[config.mk]
export PLATFORM = sky130hd
export DESIGN_NAME = hvi_csr_top
export DESIGN_NICKNAME = d
export VERILOG_FILES = /design/src/rtl/hvi_pkg.sv /design/src/rtl/hvi_ctrl.sv /design/src/rtl/hvi_dpath.sv /design/src/rtl/hvi_csr_top.sv
export SDC_FILE = /design/constraint.sdc
export NUM_CORES = 1
export LEC_CHECK = 0
export BUFFER_PORTS_ARGS = -buffer_cell sky130_fd_sc_hd__buf_2
export CAP_MARGIN = 20
export CORE_AREA = 4 4 81 83
export DETAILED_ROUTE_END_ITERATION = 7
export DIE_AREA = 0 0 85 87
export PLACE_DENSITY = 0.73
export REMOVE_ABC_BUFFERS = 1
export SKIP_LAST_GASP = 1
export SLEW_MARGIN = 20
export SYNTH_ARGS = -nofsm -noshare
export SYNTH_HDL_FRONTEND = slang
export SYNTH_SLANG_ARGS = --single-unit
export TNS_END_PERCENT = 30
[constraint.sdc]
create_clock -name clk -period 2.5 [get_ports clk]
set_input_delay 0.25 -clock clk [delete_from_list [all_inputs] [get_ports clk]]
set_output_delay 0.25 -clock clk [all_outputs]
set_load 0.1 [all_outputs]
[src/rtl/hvi_pkg.sv]
package hvi_pkg;
  localparam logic [11:0] ADDR_DELEG = 12'h603;
  localparam logic [11:0] ADDR_EN    = 12'h604;
  localparam logic [11:0] ADDR_PEND  = 12'h608;
  localparam logic [11:0] ADDR_VIP   = 12'h645;

  localparam int BIT_SSW  = 2;
  localparam int BIT_STMR = 6;
  localparam int BIT_SEXT = 10;
  localparam int BIT_GEXT = 12;
  localparam int BIT_LCOF = 13;

  typedef enum logic [2:0] {
    SEL_NONE,
    SEL_DELEG,
    SEL_EN,
    SEL_PEND,
    SEL_VIP
  } rd_sel_e;

  typedef struct packed {
    logic    wrDeleg;
    logic    wrEn;
    logic    wrVip;
    logic    wrPendAlias;
    rd_sel_e rdSel;
  } hvi_strobe_t;
endpackage

[src/rtl/hvi_ctrl.sv]
module hvi_ctrl
  import hvi_pkg::*;
(
  input  logic        csrWe,
  input  logic        csrRe,
  input  logic [11:0] csrAddr,
  output hvi_strobe_t strobe,
  output logic        illegal
);
  rd_sel_e decSel;

  always_comb begin
    unique case (csrAddr)
      ADDR_DELEG: decSel = SEL_DELEG;
      ADDR_EN:    decSel = SEL_EN;
      ADDR_PEND:  decSel = SEL_PEND;
      ADDR_VIP:   decSel = SEL_VIP;
      default:    decSel = SEL_NONE;
    endcase
  end

  always_comb begin
    strobe.wrDeleg     = csrWe && (decSel == SEL_DELEG);
    strobe.wrEn        = csrWe && (decSel == SEL_EN);
    strobe.wrVip       = csrWe && (decSel == SEL_VIP);
    strobe.wrPendAlias = csrWe && (decSel == SEL_PEND);
    strobe.rdSel       = csrRe ? decSel : SEL_NONE;
    illegal            = csrRe && (decSel == SEL_NONE);
  end
endmodule

[src/rtl/hvi_dpath.sv]
module hvi_dpath
  import hvi_pkg::*;
#(
  parameter int XLEN         = 64,
  parameter bit LcofWritable = 1'b1
) (
  input  logic             clk,
  input  logic             rstN,
  input  hvi_strobe_t      strobe,
  input  logic [XLEN-1:0]  csrWdata,
  input  logic             geSummary,
  input  logic             geSelPend,
  input  logic             platVsExt,
  input  logic             platVsTmr,
  output logic [XLEN-1:0]  rdData,
  output logic [XLEN-1:0]  vsFwd
);
  localparam logic [XLEN-1:0] VsBits   = (XLEN'(1) << BIT_SEXT) | (XLEN'(1) << BIT_STMR)
                                       | (XLEN'(1) << BIT_SSW);
  localparam logic [XLEN-1:0] LcofBit  = XLEN'(1) << BIT_LCOF;
  localparam logic [XLEN-1:0] SwBit    = XLEN'(1) << BIT_SSW;
  localparam logic [XLEN-1:0] DelegMsk = VsBits | (LcofWritable ? LcofBit : '0);
  localparam logic [XLEN-1:0] EnMsk    = VsBits | (XLEN'(1) << BIT_GEXT)
                                       | (LcofWritable ? LcofBit : '0);
  localparam logic [XLEN-1:0] VipMsk   = VsBits;

  logic [XLEN-1:0] delegQ, enQ, vipQ, pendVal;

  always_ff @(posedge clk) begin
    if (!rstN) begin
      delegQ <= '0;
      enQ    <= '0;
    end else begin
      if (strobe.wrDeleg) delegQ <= csrWdata & DelegMsk;
      if (strobe.wrEn)    enQ    <= csrWdata & EnMsk;
    end
  end

  always_ff @(posedge clk) begin
    if (!rstN)                   vipQ <= '0;
    else if (strobe.wrVip)       vipQ <= csrWdata & VipMsk;
    else if (strobe.wrPendAlias) vipQ <= (vipQ & ~SwBit) | (csrWdata & SwBit);
  end

  always_comb begin
    pendVal           = '0;
    pendVal[BIT_GEXT] = geSummary;
    pendVal[BIT_SEXT] = vipQ[BIT_SEXT] | geSelPend | platVsExt;
    pendVal[BIT_STMR] = vipQ[BIT_STMR] | platVsTmr;
    pendVal[BIT_SSW]  = vipQ[BIT_SSW];
  end

  always_comb begin
    unique case (strobe.rdSel)
      SEL_DELEG: rdData = delegQ;
      SEL_EN:    rdData = enQ;
      SEL_PEND:  rdData = pendVal;
      SEL_VIP:   rdData = vipQ;
      default:   rdData = '0;
    endcase
  end

  assign vsFwd = pendVal & enQ & delegQ;
endmodule

[src/rtl/hvi_csr_top.sv]
module hvi_csr_top
  import hvi_pkg::*;
#(
  parameter int XLEN         = 64,
  parameter bit LcofWritable = 1'b1
) (
  input  logic            clk,
  input  logic            rstN,
  input  logic            csrWe,
  input  logic            csrRe,
  input  logic [11:0]     csrAddr,
  input  logic [XLEN-1:0] csrWdata,
  output logic [XLEN-1:0] csrRdata,
  output logic            csrIllegal,
  input  logic            geSummary,
  input  logic            geSelPend,
  input  logic            platVsExt,
  input  logic            platVsTmr,
  output logic [XLEN-1:0] vsFwd
);
  hvi_strobe_t strobe;

  hvi_ctrl u_ctrl (
    .csrWe   (csrWe),
    .csrRe   (csrRe),
    .csrAddr (csrAddr),
    .strobe  (strobe),
    .illegal (csrIllegal)
  );

  hvi_dpath #(.XLEN(XLEN), .LcofWritable(LcofWritable)) u_dpath (
    .clk       (clk),
    .rstN      (rstN),
    .strobe    (strobe),
    .csrWdata  (csrWdata),
    .geSummary (geSummary),
    .geSelPend (geSelPend),
    .platVsExt (platVsExt),
    .platVsTmr (platVsTmr),
    .rdData    (csrRdata),
    .vsFwd     (vsFwd)
  );
endmodule

# --- After elaboration in Yosys (flattened, before gate mapping) ---
# Index checks and enable logic that the tools add are counted.
totals:
  ff_bits: 73
  in_bits: 84
  out_inout_bits: 129
  elab_cells: 36
classes:
  n_eq_ne: 12
  n_mux: 5
  bitwise_logic: 7
  reduce_logical: 8
op_table:
  columns: ["cell", "n"]
  rows:
  - ["one-hot mux 64 bit (4 select lines)", 1]
  - ["AND 64 x 14 -> 64 bit", 1]
  - ["bitwise OR 64 x 3 -> 64 bit", 1]
  - ["equality test 12 x 11 -> 1 bit (second input constant)", 4]
  - ["2-to-1 mux 11 bit", 2]
  - ["AND 13 x 14 -> 14 bit", 1]
  - ["equality test 3 x 2 -> 1 bit (second input constant)", 4]
  - ["one-hot mux 3 bit (4 select lines)", 1]
  - ["equality test 3 x 1 -> 1 bit (second input constant)", 2]
  - ["equality test 3 bit (second input constant)", 2]
  - ["logical AND 1 bit", 5]
  - ["logical NOT 3 bit", 1]
  - ["2-to-1 mux 3 bit", 1]
  - ["bitwise OR 1 bit", 3]
  - ["nonzero test 2 bit", 1]
  - ["OR reduction 2 bit", 1]
  - ["NOT 1 bit", 1]

# --- Longest topological paths before layout ---
logic_depth:
  depth_word: 6
  depth_mapped: 5
  mapped_depth_nobuf: 4

# --- Cells and area by module ---
# From an unflattened synthesis, not the netlist that was laid out.
unflattened:
  cells_unflattened: 219
  area_unflattened_um2: 1778.0
modules_own_cells:
  columns: ["module", "instances", "cells_per_inst", "area_per_inst_um2", "seq_area_each_um2"]
  rows:
  - ["hvi_dpath", 1, 190, 1575.3, 240.2]
  - ["hvi_ctrl", 1, 29, 202.7, 0.0]

# --- Worst setup path after synthesis ---
# OpenSTA, ideal clock, no wires.
synth_timing:
  path_kind: "input port to output port"
  startpoint: "input port csrAddr[6]"
  endpoint: "output port csrRdata[6]"
  arrival_ps: 3158
  slack_ps: -908
  path_stages: 4
  n_path_buf: 0
  path_cell_list: "or3_1 > o22ai_1 > nand2_1 > o21ai_0"
synth_between:
  elab_chain_len: 5
  word_cells_on_any_way: 11
  cone_classes: "8 x eq/ne; 3 x mux"
synth_rtl:
  columns: ["item", "line_no", "text"]
  rows:
  - ["from (decl)", "hvi_csr_top.sv:11", "input logic [11:0] csrAddr,"]
  - ["equality test 12 x 11 -> 1 bit", "hvi_ctrl.sv:13", "unique case (csrAddr)"]
  - ["one-hot mux 3 bit (4 select lines) (*)", "hvi_ctrl.sv:13", null]
  - ["2-to-1 mux 3 bit (*)", "hvi_ctrl.sv:27", "strobe.rdSel = csrRe ? decSel : SEL_NONE;"]
  - ["equality test 3 bit, or another cell as far along", "hvi_dpath.sv:54", "unique case (strobe.rdSel)"]
  - ["one-hot mux 64 bit (4 select lines) (*)", "hvi_dpath.sv:54", null]
  - ["to (decl)", "hvi_csr_top.sv:13", "output logic [XLEN-1:0] csrRdata,"]
# Every way passes the cells marked *; elsewhere a longest branch is shown, timed or not.

# --- Final worst setup path ---
layout_timing:
  startpoint: "input port csrAddr[5]"
  endpoint: "output port csrRdata[10]"
# The elaborated chain is that of the path after synthesis.

==> summary.md <==
| Metric | Value |
|---|---|
| Remaining DRCs | `0` |
| DIE HEIGHT | `87 um` |
| Row cnt | `28` |
| Crit-path cells | `buf_2, or4b_4, nor4_4, and2_1, a221o_1, buf_12` |
| TritonRoute pass-1 iters | `4` |
| N_diodes | `0` |
| Commonest non-fill, non-tap cell in the layout | `conb_1` |
| Gpl congestion | `0.766` |
| Slowest cell delay on critical path | `0.56 ns` |
| Cells after synthesis | `206` |
| CTS tree | `done` |
| Ys flop type | `dfxtp_1` |
| Startpoint Class | `input port` |
| First-pass GRT wire length | `4390 um` |
| Fillers | `641` |
| Mean area per synthesized cell | `8.01 um2` |
| Drt via density | `roughly 3.4` |
| Maximum VDD drop | `0.000332 V` |
| Sequential share of the synthesized area | `0.146` |
| Setup bufs post-CTS | `0` |
| Total grt overflow | `0` |
| Fin nets | `around 320` |
| Vias | `~1100` |
| Final setup violating endpoints | `0` |
| Mapped Area | `1650 um2` |
| Worst setup EP type | `output pin` |
| Die ar. | `7400 um2` |
| Distinct cells, synth | `32` |
| Status | `finished clean` |
| Initial antenna violation count | `0` |
| Vias in the first global route | `around 880` |
| RSZ-0062 raised after global routing | `false` |
| FF-to-FF path depth | `2` |
| Skew final | `0 ns` |
| Worst-path clk slew | `0.05 ns` |
| Hold depth | `3` |
| Maxcap violations | `0` |
| Final HPWL DP | `2880 um` |
| CTS buffer count | `3` |
| Root buffer cell | `clkbuf_8` |
| WS Path Type | `in -> out` |
| Largest net degree at the start of global routing | `18` |
| Relative slew slack | `0.649` |
| Clock tree buffer depth | `2` |
| CTS resizes | `0` |
| Post-synth EDFFs | `0` |
| Die Wd | `85 um` |
| WL per Instance | `10.4 um` |
| Power density of the placed cells | `just under 800 nW/um2` |
| Worst path slowest cell | `or4b_4` |
| CP required | `2.25 ns` |
| Worst-Margin Slew | `0.530 ns` |
| Core Area | `between 5000 and 6000 um2` |
| Crit-path max FO | `5` |
| Synth top area cells | `buf_4 (55%), dfxtp_1 (15%), mux2i_1 (7.3%)` |
| Final Hold Viols | `0` |
| Period minus WS final | `around 2.1 ns` |
| Initial Utilization | `0.282` |
| Most frequent cells in the layout | `conb_1 (120), buf_2 (28), nand2_1 (20), mux2i_1 (12), dfxtp_1 (12)` |
| Htree depth | `1` |
| Hold_buf cts | `0` |
| Leakage | `0.000849 uW` |
| Fraction of layout cells with a size suffix above 1 | `0.177` |
| Skew-Pair Late Insertion Delay | `between 0.2 and 0.25 ns` |
| Setup TNS | `0 ns` |
| Total routed wirelength | `3250 um` |
| Hold WC Path Type | `in -> reg` |
| Synth async-reset ratio | `0` |
| Area Growth Syn to Fin | `-5.84%` |
| Share of the synthesized area in the top cell type | `0.546` |
| Post-synth top area cell | `buf_4` |
| Final hold slack | `0.260 ns` |
| Slew Viols, Final | `0` |
| Yosys warns | `0` |
| #FFs+latches synth | `12` |
| I/O pin count | `213` |
| Initial detailed-routing violation count | `just over 40` |
| IO Port Bufs | `33` |
| Fmax | `0.465 GHz` |
| Antenna viol nets, final | `0` |
| Clock sinks | `12` |
| Critical path arrival | `1.90 ns` |
| Fin crit share | `0.860` |
| Gr usage total | `0.0776` |
## critical path, delay by kind of cell
kind                   cells  cell delay (ns)
AOI/OAI and AO/OA          1             0.17
and+or+nand+nor            3             1.16
buffers and inverters      2             0.31
## metrics by stage
stage,setup WS [ns],instance area [um2],power [uW],utilization,instances
after floorplan,-0.908,1180,993,-,201
after global placement,0.373,1510,1020,0.259,309
after detailed placement,0.337,1510,1020,0.259,309
after CTS,0.329,1550,1210,0.266,312
after global routing,0.240,1550,1240,0.266,312
final,0.351,1550,1200,0.266,312
## where the power goes
group | switching [uW] | internal, uW | total (uW)
clock network | 65.7 | 106 | 171
logic | 815 | 20.7 | 835
registers | 0.0155 | 192 | 192
## path summary, 6_finish.rpt
path	start	slack, ns	end
worst max-delay path	csrAddr[5]	0.35	csrRdata[10]
worst min-delay path	csrWdata[12]	0.26	u_dpath.enQ[12]$_SDFFE_PN0P_
worst max register to register	u_dpath.delegQ[10]$_SDFFE_PN0P_	1.88	u_dpath.delegQ[10]$_SDFFE_PN0P_
worst min register to register	u_dpath.enQ[12]$_SDFFE_PN0P_	0.47	u_dpath.enQ[12]$_SDFFE_PN0P_
## cells in the mapped netlist (all sizes together) (2+ instances only)
| cell | instances |
|---|---|
| nand2 | 20 |
| clkbuf | 3 |
| buf | 121 |
| nand2b | 2 |
| nor2 | 5 |
| and3 | 4 |
| mux2i | 12 |
| dfxtp | 12 |
| nor4 | 2 |
| a221o | 2 |
| nand3 | 2 |
| and2 | 4 |
## flip-flops by register name, indices dropped and copies added (netlist names)
register,cells
u_dpath.delegQ,4
u_dpath.vipQ,3
u_dpath.enQ,5
## cells by family (layout without fill, tap and decap cells)
logic type | Yosys count | in the layout | synth area share
flops | 12 | 12 | 0.146
other cells | 1 | 120 | 0.00227
mux | 12 | 12 | 0.0728
buf+inv | 124 | 36 | 0.556
compound gates | 11 | 11 | 0.0584
simple gates | 46 | 46 | 0.165
## per-layer routing
metal | vias up | wire length, um | global-route usage
li1 | 497 | - | -
met1 | 463 | 1080 | 0.0822
met2 | 93 | 1610 | 0.133
met3 | 4 | 500 | 0.0265
met4 | 0 | 61 | 0.0475
met5 | - | 0 | 0
## layout make-up
cell class	count	area, um2	share of cell area
sequential	12	240	0.155
clock buffer	3	41.3	0.0266
timing repair buffer	33	240	0.155
multi-input combinational	189	938	0.604
tap	75	93.8	0.0604
No activity file was read; power rests on OpenSTA's default activity.
